[config.mk]
export PLATFORM = sky130hd
export DESIGN_NAME = usbphy_bringup_seq
export DESIGN_NICKNAME = d
export VERILOG_FILES = /design/src/rtl/usbphy_seq_pkg.sv /design/src/rtl/usbphy_class_decode.sv /design/src/rtl/usbphy_mask_gen.sv /design/src/rtl/usbphy_bringup_seq.sv
export SDC_FILE = /design/constraint.sdc
export NUM_CORES = 1
export LEC_CHECK = 0
export BUFFER_PORTS_ARGS = -buffer_cell sky130_fd_sc_hd__buf_2
export CORE_MARGIN = 5
export CORE_UTILIZATION = 43
export DETAILED_ROUTE_END_ITERATION = 12
export GPL_ROUTABILITY_DRIVEN = 0
export PLACE_DENSITY = 0.83
export SYNTH_ARGS = -nofsm -noshare
export SYNTH_HDL_FRONTEND = slang
export SYNTH_SLANG_ARGS = --single-unit
[constraint.sdc]
create_clock -name clk -period 2.63 [get_ports clk]
set_clock_uncertainty 0.2 [all_clocks]
set_input_delay 0.263 -clock clk [delete_from_list [all_inputs] [get_ports clk]]
set_output_delay 0.263 -clock clk [all_outputs]
set_load 0.02 [all_outputs]
[src/rtl/usbphy_seq_pkg.sv]
package usbphy_seq_pkg;

    localparam int CLS_W = 3;

    localparam logic [CLS_W-1:0] VC_TUNE_T2    = 3'd0;
    localparam logic [CLS_W-1:0] VC_TUNE_T3    = 3'd1;
    localparam logic [CLS_W-1:0] VC_TUNE_ROUTE = 3'd2;
    localparam logic [CLS_W-1:0] VC_ROUTE_ONLY = 3'd3;
    localparam logic [CLS_W-1:0] VC_BARE       = 3'd4;

    typedef enum logic [1:0] {
        TGT_PORT_CFG = 2'd0,
        TGT_PORT_AUX = 2'd1,
        TGT_SH_CTRL  = 2'd2,
        TGT_SH_ROUTE = 2'd3
    } tgt_e;

    typedef enum logic [3:0] {
        ST_IDLE, ST_CFG, ST_AUX, ST_CAL, ST_AMP, ST_DISC,
        ST_WAIT, ST_CTRL, ST_ROUTE, ST_SUP, ST_DONE
    } step_e;

    typedef struct packed {
        logic       tune;
        logic       route;
        logic       aux_clr;
        logic [1:0] thresh;
    } cls_cfg_t;

    // port configuration bits
    localparam int CFG_BYPASS_BIT = 0;
    localparam int CFG_ALIGN_BIT  = 8;
    localparam int CFG_INCR4_BIT  = 9;
    localparam int CFG_INCR8_BIT  = 10;
    // port auxiliary bit
    localparam int AUX_CLR_BIT    = 1;
    // shared control fields
    localparam int CTRL_IDPU_BIT  = 17;
    localparam int CTRL_LNPU_BIT  = 16;
    localparam int CTRL_IDF_LSB   = 14;
    localparam int CTRL_VBF_LSB   = 12;
    localparam int IDF_FORCE_LOW  = 2;
    localparam int VBF_FORCE_HIGH = 3;
    // shared routing bit
    localparam int ROUTE_BIT      = 0;

    // bit-serial tuning targets
    localparam int SER_CAL_ADDR  = 'h0C;
    localparam int SER_AMP_ADDR  = 'h20;
    localparam int SER_DISC_ADDR = 'h2A;
    localparam int SER_AMP_VAL   = 'h14;
    localparam int SER_AMP_LEN   = 5;
    localparam int SER_DISC_LEN  = 2;

endpackage

[src/rtl/usbphy_class_decode.sv]
module usbphy_class_decode
    import usbphy_seq_pkg::*;
(
    input  logic [CLS_W-1:0] cls_i,
    output cls_cfg_t         cfg_o
);
    always_comb begin
        cfg_o = '0;
        case (cls_i)
            VC_TUNE_T2: begin
                cfg_o.tune   = 1'b1;
                cfg_o.thresh = 2'd2;
            end
            VC_TUNE_T3: begin
                cfg_o.tune   = 1'b1;
                cfg_o.thresh = 2'd3;
            end
            VC_TUNE_ROUTE: begin
                cfg_o.tune    = 1'b1;
                cfg_o.route   = 1'b1;
                cfg_o.aux_clr = 1'b1;
                cfg_o.thresh  = 2'd3;
            end
            VC_ROUTE_ONLY: begin
                cfg_o.route  = 1'b1;
                cfg_o.thresh = 2'd3;
            end
            VC_BARE: cfg_o.thresh = 2'd0;
            default: cfg_o = '0;
        endcase
    end
endmodule

[src/rtl/usbphy_mask_gen.sv]
module usbphy_mask_gen
    import usbphy_seq_pkg::*;
#(
    parameter int REG_W = 32
) (
    input  step_e            step_i,
    input  logic             on_i,
    output tgt_e             tgt_o,
    output logic [REG_W-1:0] set_o,
    output logic [REG_W-1:0] clr_o
);
    localparam logic [REG_W-1:0] ONE = REG_W'(1);
    localparam logic [REG_W-1:0] CFG_MASK =
        (ONE << CFG_BYPASS_BIT) | (ONE << CFG_ALIGN_BIT) |
        (ONE << CFG_INCR4_BIT)  | (ONE << CFG_INCR8_BIT);
    localparam logic [REG_W-1:0] PU_MASK  =
        (ONE << CTRL_IDPU_BIT) | (ONE << CTRL_LNPU_BIT);
    localparam logic [REG_W-1:0] FLD_MASK =
        (REG_W'(3) << CTRL_IDF_LSB) | (REG_W'(3) << CTRL_VBF_LSB);
    localparam logic [REG_W-1:0] FLD_VAL  =
        (REG_W'(IDF_FORCE_LOW) << CTRL_IDF_LSB) |
        (REG_W'(VBF_FORCE_HIGH) << CTRL_VBF_LSB);

    always_comb begin
        tgt_o = TGT_PORT_CFG;
        set_o = '0;
        clr_o = '0;
        case (step_i)
            ST_CFG: begin
                tgt_o = TGT_PORT_CFG;
                if (on_i) set_o = CFG_MASK;
                else      clr_o = CFG_MASK;
            end
            ST_AUX: begin
                tgt_o = TGT_PORT_AUX;
                clr_o = ONE << AUX_CLR_BIT;
            end
            ST_CTRL: begin
                tgt_o = TGT_SH_CTRL;
                set_o = FLD_VAL  | (on_i ? PU_MASK : '0);
                clr_o = FLD_MASK | (on_i ? '0 : PU_MASK);
            end
            ST_ROUTE: begin
                tgt_o = TGT_SH_ROUTE;
                clr_o = ONE << ROUTE_BIT;
            end
            default: ;
        endcase
    end
endmodule

[src/rtl/usbphy_bringup_seq.sv]
module usbphy_bringup_seq
    import usbphy_seq_pkg::*;
#(
    parameter int PORTS     = 4,
    parameter int REG_W     = 32,
    parameter int BW_ADDR_W = 8,
    parameter int BW_DATA_W = 8,
    parameter int BW_LEN_W  = 3,
    localparam int PORT_W   = (PORTS > 1) ? $clog2(PORTS) : 1
) (
    input  logic                 clk,
    input  logic                 rst_n,
    input  logic                 start_i,
    input  logic                 on_i,
    input  logic [PORT_W-1:0]    port_i,
    input  logic [2:0]           class_i,
    input  logic                 port_regs_i,
    input  logic                 supply_present_i,
    input  logic                 vbus_sense_present_i,
    input  logic                 vbus_sense_i,
    output logic                 bw_req_o,
    output logic [BW_ADDR_W-1:0] bw_addr_o,
    output logic [BW_DATA_W-1:0] bw_bits_o,
    output logic [BW_LEN_W-1:0]  bw_len_o,
    input  logic                 bw_done_i,
    output logic                 cfg_wr_o,
    output logic [1:0]           cfg_tgt_o,
    output logic [PORT_W-1:0]    cfg_port_o,
    output logic [REG_W-1:0]     cfg_set_o,
    output logic [REG_W-1:0]     cfg_clr_o,
    output logic                 supply_wr_o,
    output logic                 supply_on_o,
    output logic                 done_o
);
    typedef struct packed {
        step_e             st;
        step_e             ret;
        logic              on;
        logic [PORT_W-1:0] port;
        logic [CLS_W-1:0]  cls;
        logic              has_pr;
        logic              has_sup;
    } seq_t;

    seq_t seq_d, seq_q;

    cls_cfg_t         ccfg;
    tgt_e             mg_tgt;
    logic [REG_W-1:0] mg_set, mg_clr;
    logic             port0;
    logic             vbus_seen;

    usbphy_class_decode u_cls (
        .cls_i (seq_q.cls),
        .cfg_o (ccfg)
    );

    usbphy_mask_gen #(.REG_W(REG_W)) u_mask (
        .step_i (seq_q.st),
        .on_i   (seq_q.on),
        .tgt_o  (mg_tgt),
        .set_o  (mg_set),
        .clr_o  (mg_clr)
    );

    assign port0     = (seq_q.port == '0);
    assign vbus_seen = vbus_sense_i || !vbus_sense_present_i;

    always_comb begin
        seq_d       = seq_q;
        bw_req_o    = 1'b0;
        bw_addr_o   = '0;
        bw_bits_o   = '0;
        bw_len_o    = '0;
        cfg_wr_o    = 1'b0;
        supply_wr_o = 1'b0;
        supply_on_o = 1'b0;
        done_o      = 1'b0;

        case (seq_q.st)
            ST_IDLE: begin
                if (start_i) begin
                    seq_d.on      = on_i;
                    seq_d.port    = port_i;
                    seq_d.cls     = class_i;
                    seq_d.has_pr  = port_regs_i;
                    seq_d.has_sup = supply_present_i;
                    seq_d.st      = ST_CFG;
                end
            end
            ST_CFG: begin
                cfg_wr_o = seq_q.has_pr;
                seq_d.st = ST_AUX;
            end
            ST_AUX: begin
                cfg_wr_o = seq_q.on && seq_q.has_pr && ccfg.aux_clr;
                seq_d.st = ST_CAL;
            end
            ST_CAL: begin
                if (seq_q.on && ccfg.tune && port0) begin
                    bw_req_o  = 1'b1;
                    bw_addr_o = BW_ADDR_W'(SER_CAL_ADDR);
                    bw_bits_o = BW_DATA_W'(1);
                    bw_len_o  = BW_LEN_W'(1);
                    seq_d.st  = ST_WAIT;
                    seq_d.ret = ST_AMP;
                end else begin
                    seq_d.st = ST_AMP;
                end
            end
            ST_AMP: begin
                if (seq_q.on && ccfg.tune) begin
                    bw_req_o  = 1'b1;
                    bw_addr_o = BW_ADDR_W'(SER_AMP_ADDR);
                    bw_bits_o = BW_DATA_W'(SER_AMP_VAL);
                    bw_len_o  = BW_LEN_W'(SER_AMP_LEN);
                    seq_d.st  = ST_WAIT;
                    seq_d.ret = ST_DISC;
                end else begin
                    seq_d.st = ST_CTRL;
                end
            end
            ST_DISC: begin
                bw_req_o  = 1'b1;
                bw_addr_o = BW_ADDR_W'(SER_DISC_ADDR);
                bw_bits_o = BW_DATA_W'(ccfg.thresh);
                bw_len_o  = BW_LEN_W'(SER_DISC_LEN);
                seq_d.st  = ST_WAIT;
                seq_d.ret = ST_CTRL;
            end
            ST_WAIT: begin
                if (bw_done_i) seq_d.st = seq_q.ret;
            end
            ST_CTRL: begin
                cfg_wr_o = port0;
                seq_d.st = ST_ROUTE;
            end
            ST_ROUTE: begin
                cfg_wr_o = port0 && ccfg.route;
                seq_d.st = ST_SUP;
            end
            ST_SUP: begin
                if (seq_q.has_sup && !(seq_q.on && port0 && vbus_seen)) begin
                    supply_wr_o = 1'b1;
                    supply_on_o = seq_q.on;
                end
                seq_d.st = ST_DONE;
            end
            ST_DONE: begin
                done_o   = 1'b1;
                seq_d.st = ST_IDLE;
            end
            default: seq_d.st = ST_IDLE;
        endcase

        cfg_tgt_o  = cfg_wr_o ? mg_tgt     : '0;
        cfg_port_o = cfg_wr_o ? seq_q.port : '0;
        cfg_set_o  = cfg_wr_o ? mg_set     : '0;
        cfg_clr_o  = cfg_wr_o ? mg_clr     : '0;
    end

    always_ff @(posedge clk or negedge rst_n) begin
        if (!rst_n) seq_q <= '0;
        else        seq_q <= seq_d;
    end

    // a request lasts one cycle, then the sequencer holds still until the writer answers
    p_bw_single_r6: assert property (@(posedge clk) disable iff (!rst_n)
        bw_req_o |=> !bw_req_o);
    p_wait_hold_r6: assert property (@(posedge clk) disable iff (!rst_n)
        (seq_q.st == ST_WAIT && !bw_done_i) |=>
            !(bw_req_o || cfg_wr_o || supply_wr_o || done_o));
    // tuning traffic only during bring-up
    p_tune_on_r4: assert property (@(posedge clk) disable iff (!rst_n)
        bw_req_o |-> seq_q.on);
    // one strobe at a time, done is a lone pulse followed by idle
    p_one_strobe_r10: assert property (@(posedge clk) disable iff (!rst_n)
        $onehot0({bw_req_o, cfg_wr_o, supply_wr_o, done_o}));
    p_done_pulse_r10: assert property (@(posedge clk) disable iff (!rst_n)
        done_o |=> (!done_o && seq_q.st == ST_IDLE));
    // port configuration touches exactly the four bits, never both ways
    p_cfg_mask_r2: assert property (@(posedge clk) disable iff (!rst_n)
        (cfg_wr_o && cfg_tgt_o == TGT_PORT_CFG) |->
            ($countones(cfg_set_o | cfg_clr_o) == 4 && (cfg_set_o & cfg_clr_o) == '0));
    // shared control only on behalf of port 0
    p_ctrl_port0_r7: assert property (@(posedge clk) disable iff (!rst_n)
        (cfg_wr_o && cfg_tgt_o == TGT_SH_CTRL) |-> cfg_port_o == '0);
    // supply never switched on for port 0 while VBUS is seen
    p_supply_vbus_r9: assert property (@(posedge clk) disable iff (!rst_n)
        (supply_wr_o && supply_on_o) |->
            !(seq_q.port == '0 && (vbus_sense_i || !vbus_sense_present_i)));
endmodule

==> impl_metrics.ini <==
[synth]
synthFlopType = dfrtp_1
synth_cells = 185
synth-warning-count = 0
yosysTopAreaCell = buf_4
syn_area_per_cell_um2 = 8.224
syn-cell-area_um2 = 1521
synth-seq-cells = 15
synth_common_cells = buf_4 (71), dfrtp_1 (15), nand2_1 (15)
ys_seq_area_frac = 0.2467
synth_cell_types = 41
synth_most_common_cell = buf_4
synth.top_cell.area_share = 0.3503
ys_top_cells_by_area = buf_4 (35%), dfrtp_1 (25%), mux2_2 (5.9%)
synth_edf_count = 0
ys_async_sr_fraction = 1.000

[sta]
fin_crit_sh = 0.9272
slew_viol_final = 0
rsz0062_at_grt = false
setup_tns_ps = 0
tightest_slew_ps = 529.7
layout_min_cycle_time_ps = 2438
finalHoldViolCount = 0
max_slew_margin = 0.6469
finalSetupViolCount = 0
fmax_mhz = 410.1

[worst_hold_path]
whs_path_depth = 2
worstHoldPathType = primary input to flip-flop
hp-start = class_i[0]
worst_hold_path.endpoint = seq_q[2]

[floorplanning]
dieArea_um2 = 4828
die_x_um = 69.49
start_util = 0.4489
die_y_um = 69.49
row_count = 21
io_pins = 106
core_area_um2 = 3390

[setup_path]
rr_worst_depth = 4
critPathCaptureType = primary output
worstPathArrival_ps = 1980
crit_type = flip-flop to primary output
r2r_end = seq_q[13]
r2r_slack_ps = 800
critPathSlowestCell = dfrtp_1
crit_chain = nand2b_4 > nor2_1 > nand2_1 > o41ai_1 > buf_2
timing.rr.start = seq_q[15]
cp_max_fo = 17
cp_num_buf_inv = 1
critPathRequiredTime_ps = 2170
cp_slowest_stage_delay_ps = 580
cp-start-kind = flip-flop
path_delay_family = flip-flops

[clocking]
clk_pin_slew_worst_paths_ps = 80
cts.sinks = 15
cts_buffer_depth = 2
post-cts-setup-buffers = 0
cts.hold.buffers_added = 1
cts_buffers = 3
clock-root-buffer = clkbuf_4
postCtsResizedCells = 0
cts.htree.levels = 1
clk_latency_ps = 280
cts_tree = yes

[grt]
grt_antenna_before_repair = 0
grt_pass1_vias = 1008
grt_usage = 0.1213
grt_max_degree = 19
grt_overflow = 0
grt_pass1_wl_um = 4850

[place]
io_buffers = 53
dp_hpwl_um = 2575

[route]
wl_um = 3118
antenna_left = 0
firstDrtPassIters = 4
via_per_inst = 4.413
vias = 1187
drcViolationCount = 0
drt-wirelength-per-cell_um = 11.59
initialDrtViolationCount = 33

[cells_and_area]
regMostFlops = seq_q
n_antenna_cell = 0
syn_to_final_growth_pct = 2.302
reg_top3 = seq_q: 15 flops
layout-drive-gt1-share = 0.3274
final_nets = 238
nFillCells = 343
largest_register_ffs = 15

[power]
power_density_nw_per_um2 = 954.0
power.total_mw = 1.485
cellLeakagePower_nw = 0.9306
peakVddDrop_mv = 0.5571

[run]
maxCapViolCount = 0

[run_status]
status = finished, final reports clean
logic make-up after synthesis:
kind of cell	Yosys count	synth area share
DFF	15	0.2467
AOI/OAI and AO/OA	24	0.1053
and+or+nand+nor	57	0.2130
muxes	8	0.05921
buffers and inverters	80	0.3734
other	1	0.002465
where the power goes:
part / switching [mW] / total [mW] / internal [mW] / leakage [nW]
combinational: 0.486 / 0.827 / 0.341 / 0.741
clock: 0.0673 / 0.126 / 0.0588 / 0.0150
sequential: 0.193 / 0.531 / 0.338 / 0.175
layout make-up:
type | count | area [µm²] | share of cell area
clock buffers | 4 | 26.28 | 0.01688
inverters | 6 | 22.52 | 0.01447
multi-input cells | 141 | 769.5 | 0.4944
flip-flops and latches | 15 | 375.4 | 0.2412
well taps | 46 | 57.56 | 0.03698
repair buffers | 57 | 305.3 | 0.1961
how the worst max path moves through the flow:
stage	startpoint	to	slack, ps	cells past startpoint
after global placement	seq_q[15]	bw_bits_o[0]	550	5
final	seq_q[15]	bw_bits_o[0]	190	5
after floorplan	seq_q[14]	cfg_clr_o[10]	500	5
after CTS	seq_q[15]	bw_bits_o[0]	200	5
after detailed placement	seq_q[15]	bw_bits_o[0]	510	5
after global routing	seq_q[15]	bw_bits_o[0]	70	5
through the flow:
step	hold slack (ps)	area, µm²	setup WS, ps	cells	utilization
after detailed placement	-13.73	1490	508.7	261	0.4396
after global routing	3.384	1556	65.86	269	0.4592
after global placement	-21.18	1490	546.9	261	0.4396
final	12.46	1556	191.6	269	0.4592
after floorplan	-232.6	1713	496.6	236	-
after CTS	8.705	1526	200.4	266	0.4504
layout by cell type (no fill, tap or decap), drive strengths merged, types with 3 or more instances in the layout:
cell / netlist / layout
clkbuf: 2 / 4
inv: 6 / 6
o21ai: 5 / 5
and2: 3 / 3
nand2: 15 / 15
mux2: 8 / 8
conb: 1 / 52
dlygate4sd3: 0 / 4
nor2: 15 / 15
nand2b: 4 / 4
nand3: 7 / 7
a21oi: 6 / 6
dfrtp: 15 / 15
buf: 72 / 53
worst register-to-register path: cells and delay by family, from the launching register on:
kind / cells / cell delay, ps
compound gates: 2 / 340
flops: 1 / 580
simple gates: 2 / 630
layer usage:
layer / vias up / GRT usage / wire length (µm)
met3: 5 / 0.03768 / 408
met4: 0 / 0.04555 / 44
met2: 80 / 0.1907 / 1449
met5: - / 0 / 0
met1: 535 / 0.1547 / 1217
li1: 567 / - / -
No activity file was read; power rests on OpenSTA's default activity.
